[src/rtl/slot_cmd_pkg.sv]
package slot_cmd_pkg;
   // Leading two command bits: action code
   typedef enum logic [1:0] {
      ACT_BOTH = 2'b00,
      ACT_TX   = 2'b01,
      ACT_RX   = 2'b10,
      ACT_OFF  = 2'b11
   } act_e;
endpackage

[src/rtl/slot_cmd_sync.sv]
module slot_cmd_sync #(
   parameter int          W      = 1,
   parameter int          STAGES = 2,
   parameter logic [W-1:0] RST   = '0
) (
   input  logic         clk,
   input  logic         rst_n,
   input  logic [W-1:0] d,
   output logic [W-1:0] q
);
   logic [W-1:0] pipe [STAGES];

   generate
      if (STAGES < 2) begin : g_bad
         $error("slot_cmd_sync: STAGES must be at least 2");
      end
      for (genvar s = 0; s < STAGES; s++) begin : g_stage
         always_ff @(posedge clk or negedge rst_n) begin
            if (!rst_n) pipe[s] <= RST;
            else if (s == 0) pipe[s] <= d;
            else pipe[s] <= pipe[(s == 0) ? 0 : s-1];
         end
      end
   endgenerate

   assign q = pipe[STAGES-1];
endmodule

[src/rtl/slot_cmd_shift.sv]
module slot_cmd_shift #(
   parameter int WORD_W = 8,
   parameter int SEL_W  = 3
) (
   input  logic              clk,
   input  logic              rst_n,
   input  logic              s_sclk,
   input  logic              s_cs_n,
   input  logic              s_sdi,
   input  logic [SEL_W-1:0]  s_sel,
   input  logic              s_mode,
   output logic [WORD_W-1:0] word,
   output logic [SEL_W-1:0]  sel_q,
   output logic              mode_q,
   output logic              word_vld
);
   localparam int CNT_W = $clog2(WORD_W + 2);
   localparam logic [CNT_W-1:0] CNT_FULL = CNT_W'(WORD_W);
   localparam logic [CNT_W-1:0] CNT_SAT  = CNT_W'(WORD_W + 1);

   logic             p_sclk, p_cs_n;
   logic [CNT_W-1:0] cnt;
   logic             sclk_fall, cs_rise;

   assign sclk_fall = p_sclk & ~s_sclk;
   assign cs_rise   = ~p_cs_n & s_cs_n;

   always_ff @(posedge clk or negedge rst_n) begin
      if (!rst_n) begin
         p_sclk   <= 1'b0;
         p_cs_n   <= 1'b1;
         cnt      <= '0;
         word     <= '0;
         sel_q    <= '0;
         mode_q   <= 1'b1;
         word_vld <= 1'b0;
      end else begin
         p_sclk   <= s_sclk;
         p_cs_n   <= s_cs_n;
         word_vld <= 1'b0;
         if (cs_rise) begin
            word_vld <= (cnt == CNT_FULL);
            sel_q    <= s_sel;
            mode_q   <= s_mode;
            cnt      <= '0;
         end else if (s_cs_n) begin
            cnt <= '0;
         end else if (sclk_fall) begin
            word <= {word[WORD_W-2:0], s_sdi};
            if (cnt != CNT_SAT) cnt <= cnt + 1'b1;
         end
      end
   end
endmodule

[src/rtl/slot_cmd_decode.sv]
module slot_cmd_decode
   import slot_cmd_pkg::*;
#(
   parameter int NUM_CH = 4,
   parameter int SLOT_W = 6
) (
   input  logic [SLOT_W+1:0]           word,
   input  logic [$clog2(NUM_CH):0]     sel,
   input  logic                        mode_sep,
   output logic [2*NUM_CH-1:0]         wr_mask,
   output logic                        wr_en,
   output logic [SLOT_W-1:0]           wr_slot
);
   localparam int CH_W = $clog2(NUM_CH);
   localparam int NOUT = 2 * NUM_CH;

   act_e                act;
   logic [NUM_CH-1:0]   ch_hot;
   logic [NOUT-1:0]     idx_hot;

   assign act     = act_e'(word[SLOT_W+1:SLOT_W]);
   assign wr_slot = word[SLOT_W-1:0];
   assign wr_en   = ~word[SLOT_W-1] & (act != ACT_OFF);
   assign ch_hot  = NUM_CH'(1) << sel[CH_W-1:0];
   assign idx_hot = NOUT'(1) << sel;

   always_comb begin
      if (mode_sep) begin
         unique case (act)
            ACT_TX:  wr_mask = {{NUM_CH{1'b0}}, ch_hot};
            ACT_RX:  wr_mask = {ch_hot, {NUM_CH{1'b0}}};
            default: wr_mask = {ch_hot, ch_hot};
         endcase
      end else begin
         wr_mask = idx_hot;
      end
   end
endmodule

[src/rtl/slot_cmd_port.sv]
module slot_cmd_port
   import slot_cmd_pkg::*;
#(
   parameter int NUM_CH      = 4,
   parameter int SLOT_W      = 6,
   parameter int SYNC_STAGES = 2
) (
   input  logic                          clk,
   input  logic                          rst_n,
   input  logic                          sclk,
   input  logic                          cs_n,
   input  logic                          sdi,
   input  logic [$clog2(NUM_CH):0]       ch_sel,
   input  logic                          mode_sep,
   output logic [2*NUM_CH-1:0]           asg_en,
   output logic [2*NUM_CH*SLOT_W-1:0]    asg_slot,
   output logic [2*NUM_CH-1:0]           upd_stb
);
   localparam int CH_W   = $clog2(NUM_CH);
   localparam int SEL_W  = CH_W + 1;
   localparam int NOUT   = 2 * NUM_CH;
   localparam int WORD_W = SLOT_W + 2;
   localparam int SYN_W  = SEL_W + 4;
   localparam logic [SYN_W-1:0] SYN_RST = {1'b0, 1'b0, 1'b1, {SEL_W{1'b0}}, 1'b1};

   generate
      if (NUM_CH < 2 || NUM_CH != (1 << CH_W)) begin : g_chk_ch
         $error("slot_cmd_port: NUM_CH must be a power of two >= 2");
      end
      if (SLOT_W < 2) begin : g_chk_slot
         $error("slot_cmd_port: SLOT_W must be at least 2");
      end
   endgenerate

   logic [SYN_W-1:0]  syn_q;
   logic              s_sdi, s_sclk, s_cs_n, s_mode;
   logic [SEL_W-1:0]  s_sel;

   slot_cmd_sync #(.W(SYN_W), .STAGES(SYNC_STAGES), .RST(SYN_RST)) u_sync (
      .clk   (clk),
      .rst_n (rst_n),
      .d     ({sdi, sclk, cs_n, ch_sel, mode_sep}),
      .q     (syn_q)
   );
   assign {s_sdi, s_sclk, s_cs_n, s_sel, s_mode} = syn_q;

   logic [WORD_W-1:0] word;
   logic [SEL_W-1:0]  sel_q;
   logic              mode_q, word_vld;

   slot_cmd_shift #(.WORD_W(WORD_W), .SEL_W(SEL_W)) u_shift (
      .clk      (clk),
      .rst_n    (rst_n),
      .s_sclk   (s_sclk),
      .s_cs_n   (s_cs_n),
      .s_sdi    (s_sdi),
      .s_sel    (s_sel),
      .s_mode   (s_mode),
      .word     (word),
      .sel_q    (sel_q),
      .mode_q   (mode_q),
      .word_vld (word_vld)
   );

   logic [NOUT-1:0]   wr_mask;
   logic              wr_en;
   logic [SLOT_W-1:0] wr_slot;

   slot_cmd_decode #(.NUM_CH(NUM_CH), .SLOT_W(SLOT_W)) u_dec (
      .word     (word),
      .sel      (sel_q),
      .mode_sep (mode_q),
      .wr_mask  (wr_mask),
      .wr_en    (wr_en),
      .wr_slot  (wr_slot)
   );

   generate
      for (genvar i = 0; i < NOUT; i++) begin : g_reg
         always_ff @(posedge clk or negedge rst_n) begin
            if (!rst_n) begin
               asg_en[i]                      <= 1'b0;
               asg_slot[i*SLOT_W +: SLOT_W]   <= '0;
               upd_stb[i]                     <= 1'b0;
            end else begin
               upd_stb[i] <= word_vld & wr_mask[i];
               if (word_vld && wr_mask[i]) begin
                  asg_en[i]                    <= wr_en;
                  asg_slot[i*SLOT_W +: SLOT_W] <= wr_slot;
               end
            end
         end
      end
   endgenerate
endmodule

[config.mk]
export PLATFORM = sky130hd
export DESIGN_NAME = slot_cmd_port
export DESIGN_NICKNAME = d
export VERILOG_FILES = /design/src/rtl/slot_cmd_pkg.sv /design/src/rtl/slot_cmd_sync.sv /design/src/rtl/slot_cmd_shift.sv /design/src/rtl/slot_cmd_decode.sv /design/src/rtl/slot_cmd_port.sv
export SDC_FILE = /design/constraint.sdc
export NUM_CORES = 1
export LEC_CHECK = 0
export BUFFER_PORTS_ARGS = -buffer_cell sky130_fd_sc_hd__buf_2
export CORE_MARGIN = 5
export CORE_UTILIZATION = 35
export DETAILED_ROUTE_END_ITERATION = 8
export PLACE_DENSITY = 0.62
export SLEW_MARGIN = 20
export SYNTH_ARGS = -nofsm -noshare
export SYNTH_HDL_FRONTEND = slang
export SYNTH_HIERARCHICAL = 1
export SYNTH_SLANG_ARGS = --single-unit
[constraint.sdc]
create_clock -name clk -period 1.9 [get_ports clk]
set_input_delay 0.38 -clock clk [delete_from_list [all_inputs] [get_ports clk]]
set_output_delay 0.38 -clock clk [all_outputs]
set_load 0.1 [all_outputs]
# Word level (Yosys, flattened, before mapping)
# Cells that the tools add are included.
[op_classes]
add_sub_neg = 1
n_eq_ne = 5
shift = 2
muxes = 7
n_bitwise = 16
reduce_logical = 12
[ops]
columns = ["operator", "n"]
rows = [
  ["$mux W4", 4],
  ["$pmux W8 S2", 1],
  ["$and A1 B1 Y1", 11],
  ["$logic_and A1 B1 Y1", 8],
  ["$mux W8", 1],
  ["$shl A1 B3 Y8 const A", 1],
  ["$reduce_bool A3 Y1", 2],
  ["$not A1 Y1", 5],
  ["$add A4 B1 Y4 const B", 1],
  ["$eq A4 B4 Y1 const B", 1],
  ["$ne A4 B4 Y1 const B", 1],
  ["$shl A1 B2 Y4 const A", 1],
  ["$reduce_and A3 Y1", 1],
  ["$eq A2 B1 Y1 const B", 1],
  ["$eq A2 B2 Y1 const B", 1],
  ["$ne A2 B2 Y1 const B", 1],
  ["$reduce_and A2 Y1", 1],
  ["$mux W1", 1],
]
[totals]
register_bits = 97
in_bits = 9
out_inout_bits = 64

# Longest topological paths before layout
[logic_depth]
ltp_word = 5
mapped_depth = 6
depth_no_buf = 6

# Modules after synthesis
# The synthesis kept the hierarchy.
[modules_own_cells]
columns = ["module", "instances", "cells_each", "area_per_inst_um2"]
rows = [
  ["slot_cmd_port", 1, 137, 2323.5],
  ["slot_cmd_shift", 1, 56, 803.3],
  ["slot_cmd_sync", 1, 21, 407.9],
  ["slot_cmd_decode", 1, 29, 226.5],
]

# Least setup slack after synthesis
# Ideal clock, no wire load.
[synth_timing]
kind = "reg-to-reg"
start = "reg u_shift.word[6]"
end = "reg asg_en[3]"
setup_ns = 0.126
t_arrival_ns = 1.625
t_required_ns = 1.774
slack_ns = 0.149
stages_incl_launch_ff = 7
path_buffers = 0
period_less_slack_ns = 1.751
cell_sequence = "dfrtp_1 -> inv_1 -> ha_1 -> nor3b_4 -> nor3_1 -> nand2_2 -> mux2_2"
[synth_between]
elab_chain_len = 4
elab_cells_between_ends = 7
[synth_lines]
columns = ["item", "line", "source"]
rows = [
  ["start, declared", "slot_cmd_shift.sv:12", "output logic [WORD_W-1:0] word,"],
  ["start signal, assigned", "slot_cmd_shift.sv:49", "word <= {word[WORD_W-2:0], s_sdi};"],
  ["$eq A2 B2 Y1 or $eq A2 B1 Y1 (tied branches)", "slot_cmd_decode.sv:29", "unique case (act)"],
  ["$pmux W8 S2 *", "slot_cmd_decode.sv:29", ""],
  ["$mux W8 *", "slot_cmd_decode.sv:28", "if (mode_sep) begin"],
  ["via wr_mask[3]", "slot_cmd_port.sv:65", "logic [NOUT-1:0] wr_mask;"],
  ["$logic_and A1 B1 Y1 *", "slot_cmd_port.sv:87", "if (word_vld && wr_mask[i]) begin"],
  ["end signal, assigned by index", "slot_cmd_port.sv:88", "asg_en[i] <= wr_en;"],
  ["end, declared", "slot_cmd_port.sv:15", "output logic [2*NUM_CH-1:0] asg_en,"],
]
# The timed path passes the listed nets; every way through them passes the cells marked *.
# A chain may end at the register's enable or synchronous reset.

# Worst setup path after layout
[layout_timing]
start = "reg u_shift.word[7]"
end = "reg asg_slot[2]"
[layout_between]
elab_chain_len = 4
elab_cells_between_ends = 5
[layout_lines]
columns = ["item", "line", "source"]
rows = [
  ["$eq A2 B2 Y1 or $eq A2 B1 Y1 (tied branches)", "slot_cmd_decode.sv:29", ""],
  ["$pmux W8 S2 *", "slot_cmd_decode.sv:29", ""],
  ["$mux W8 *", "slot_cmd_decode.sv:28", ""],
  ["via wr_mask[0]", "slot_cmd_port.sv:65", ""],
  ["$logic_and A1 B1 Y1 *", "slot_cmd_port.sv:87", ""],
  ["end signal, assigned by index", "slot_cmd_port.sv:89", "asg_slot[i*SLOT_W +: SLOT_W] <= wr_slot;"],
  ["end, declared", "slot_cmd_port.sv:16", "output logic [2*NUM_CH*SLOT_W-1:0] asg_slot,"],
]
# Marked as above.

==> results_dict.tcl <==
set metrics [dict create \
    hold_end "u_sync/pipe[11]$_DFF_PN1_" \
    port_buffers 72 \
    internal_power_w 0.00302 \
    grt_pass1_vias 2272 \
    grt.total_usage_pct 11.9 \
    finalHoldViolations 0 \
    root_buffer "clkbuf_8" \
    synth.area.top_cells "dfrtp_1 (61%), mux2_2 (21%), dfstp_2 (4.2%), buf_4 (2.6%), ha_1 (2.3%)" \
    outcome "complete, no violations" \
    wire_per_inst_um 15.9 \
    slowest_delay_ns 0.41 \
    hold_path.startpoint "cs_n" \
    cp_cell_sequence "buf_6, inv_1, ha_4, nor3b_4, nor4_2, nand2_2, mux2_2" \
    synth_top_area_share_pct 60.5 \
    ant_nets 0 \
    drive_gt1_share_pct 59.2 \
    relSlewSlack_pct 66.6 \
    dpl.hpwl_um 5170 \
    syn_area_mm2 0.00376 \
    holdWs_ns 0.113 \
    synth_top_cell_by_area "dfrtp_1" \
    p_sw_w 0.00115 \
    clk_latency_ns 0.36 \
    met1_length_um 3310 \
    seqPwrFrac_pct 56.8 \
    num_vias 2118 \
    dieArea_mm2 0.0129 \
    nNetsFinal 337 \
    syn-instance-count 243 \
    drt-initial-drc-count 61 \
    syn_nets 259 \
    wl_met3_um 394 \
    ff2ff_path_depth 7 \
    skew_ns 0.0123 \
    tritoncts "built" \
    synth.distinct_cells 29 \
    final_util_pct 43.5 \
    p_total_w 0.00417 \
    max_freq_ghz 0.543 \
    r2r_end "asg_slot[2]$_DFFE_PN0P_" \
    clockBufferDepth 2 \
    required_ns 2.16 \
    setup_tns_ns 0 \
    ir_drop_uv 388 \
    coreArea_mm2 0.0104 \
    drv_cap 0 \
    start_kind "register" \
    antenna_found_initial 0 \
    p_leak_nw 2.48 \
    critPathSlowestCell "dfrtp_1" \
    reg2reg_slack_ns 0.06 \
    p_clk_share_pct 31.7 \
    ioPinCount 73 \
    antenna_cells 0 \
    detail_route.vias_per_cell 4.58 \
    syn_to_final_growth_pct 20.5 \
    place_ws_ns 0.0207 \
    p_comb_share_pct 11.5 \
    dr.pass1.iters 4 \
    start_util_pct 36.1 \
    routed_wl_um 7350 \
    final.period_utilization_pct 96.9 \
    r2r-start "u_shift/word[7]$_DFFE_PN0P_" \
    final_common_cell "dfrtp_1" \
    holdPathStages 1 \
    rows 37 \
    worst_pin_slew_ns 0.505 \
    endpoint_kind "register" \
    drcViolationCount 0 \
    top_layer_used "met4" \
    numCtsBuffers 9 \
    cp.arrival_ns 2.10 \
    hp-class "input port to register" \
    finalSetupViolCount 0 \
    clock_sinks 97 \
    dieHeight_um 114 \
    powerDensity_mw_per_mm2 920 \
    clk_pin_slew_worst_paths_ns 0.09 \
    swShare_pct 27.7 \
    place.gp.congestion 0.767 \
    die_w_um 114 \
    wl_met2_um 3530 \
    grt_pass1_wl_um 12000 \
    syn_area_per_cell_um2 15.5 \
    synth_warnings 6 \
    rsz0062_at_grt "true" \
    fin_crit_ns 1.84 \
    synth-seq-cells 97 \
    path_class "register to register" \
    critPathMaxFanout 8 \
    final_max_slew_viol_count 0 \
    finalWorstSetupSlack_ns 0.0598 \
    ys_seq_area_share_pct 64.7 \
    grt_max_degree 40 \
    most-common-layout-cells "dfrtp_1 (91), buf_2 (71), mux2_2 (64), inv_1 (11), clkbuf_8 (9)" \
    h-tree-depth 3 \
    grt_overflow_total 0 \
]
[Yosys cell counts]
master / n
a21oi_1: 1
a21oi_2: 1
a32o_1: 1
and3_2: 1
buf_4: 13
buf_6: 1
dfrtp_1: 91
dfstp_2: 6
ha_1: 7
inv_1: 12
inv_2: 1
mux2_2: 69
mux2i_1: 1
nand2_1: 3
nand2_2: 8
nand2b_1: 2
nand2b_4: 1
nand3_1: 1
nand3b_1: 1
nor2_1: 4
nor2_4: 2
nor2b_1: 2
nor3_1: 6
nor3b_1: 2
nor3b_2: 1
nor3b_4: 1
nor4_2: 2
o21ai_0: 1
or3_1: 1
[metrics by stage]
step | area, um^2 | cells
after detailed placement | 4240 | 442
after CTS | 4440 | 459
after global routing | 4530 | 462
final | 4530 | 462
after global placement | 4240 | 442
after floorplan | 3760 | 243
[worst max-delay path: cells and delay by family, from the launching register on]
family | cells | cell delay, ns
buffers and inverters | 2 | 0.19
DFF | 1 | 0.41
muxes | 1 | 0.37
adders and majority gates | 1 | 0.16
and+or+nand+nor | 3 | 0.62
[worst max path at each step]
stage	startpoint	endpoint	slack [ns]	cells after the start
6_report	u_shift/word[7]$_DFFE_PN0P_	asg_slot[2]$_DFFE_PN0P_	0.06	7
3_3_place_gp	u_shift/word[6]$_DFFE_PN0P_	asg_slot[18]$_DFFE_PN0P_	0.06	6
5_1_grt	u_shift/word[7]$_DFFE_PN0P_	asg_slot[5]$_DFFE_PN0P_	-0.04	7
3_5_place_dp	u_shift/word[6]$_DFFE_PN0P_	asg_slot[17]$_DFFE_PN0P_	0.02	6
2_1_floorplan	u_shift/word[6]$_DFFE_PN0P_	asg_en[3]$_DFFE_PN0P_	0.15	6
4_1_cts	u_shift/word[6]$_DFFE_PN0P_	asg_slot[17]$_DFFE_PN0P_	0.01	6
[logic make-up (layout without fill, tap and decap cells)]
kind of cell | count (synthesis) | in the layout | synth area share (%)
flip-flops | 97 | 97 | 64.7
multiplexers | 70 | 70 | 20.9
AND/OR/NAND/NOR | 38 | 38 | 7.05
buffers and inverters | 27 | 110 | 4.19
adder cells (fa/ha/maj) | 7 | 7 | 2.33
AO/OA/AOI/OAI | 4 | 4 | 0.765
[power by group through the flow]
stage | Sequential, W | Combinational [W] | Clock (W)
5_1_grt | 0.00239 | 0.000534 | 0.00146
6_report | 0.00237 | 0.000480 | 0.00132
3_5_place_dp | 0.00241 | 0.000430 | 0
2_1_floorplan | 0.00227 | 0.000404 | 0
4_1_cts | 0.00237 | 0.000433 | 0.00137
3_3_place_gp | 0.00241 | 0.000419 | 0
[sequential cells by signal (all words and copies together), names as in the netlist]
signal and cells:
asg_en 8, asg_slot 48, u_shift/cnt 4, u_shift/mode_q 1
u_shift/p_cs_n 1, u_shift/p_sclk 1, u_shift/sel_q 3, u_shift/word 8
u_shift/word_vld 1, u_sync/pipe 7, u_sync/q 7, upd_stb 8
[what timing repair did]
| item | 4_1_cts | 5_1_grt |
|---|---|---|
| setup endpoints to repair | 0 | 49 |
| hold buffers | 1 | 0 |
| buffers inserted | 0 | 3 |
| gates resized for setup | 0 | 13 |
| hold endpoints to repair | 33 | 0 |
[layout make-up]
type	instances	area, um^2
Tap cell	136	170
Sequential cell	97	2430
Multi-Input combinational cell	119	1220
Fill cell	991	5880
Inverter	13	48.8
Clock inverter	6	67.6
Timing Repair Buffer	81	462
Clock buffer	10	128
[routing by layer]
layer,global-route usage [%],up-vias
li1,-,973
met1,15.6,1088
met2,18.5,48
met3,3.82,9
met4,4.25,0
met5,0,-
(Power assumes the default switching activity.)
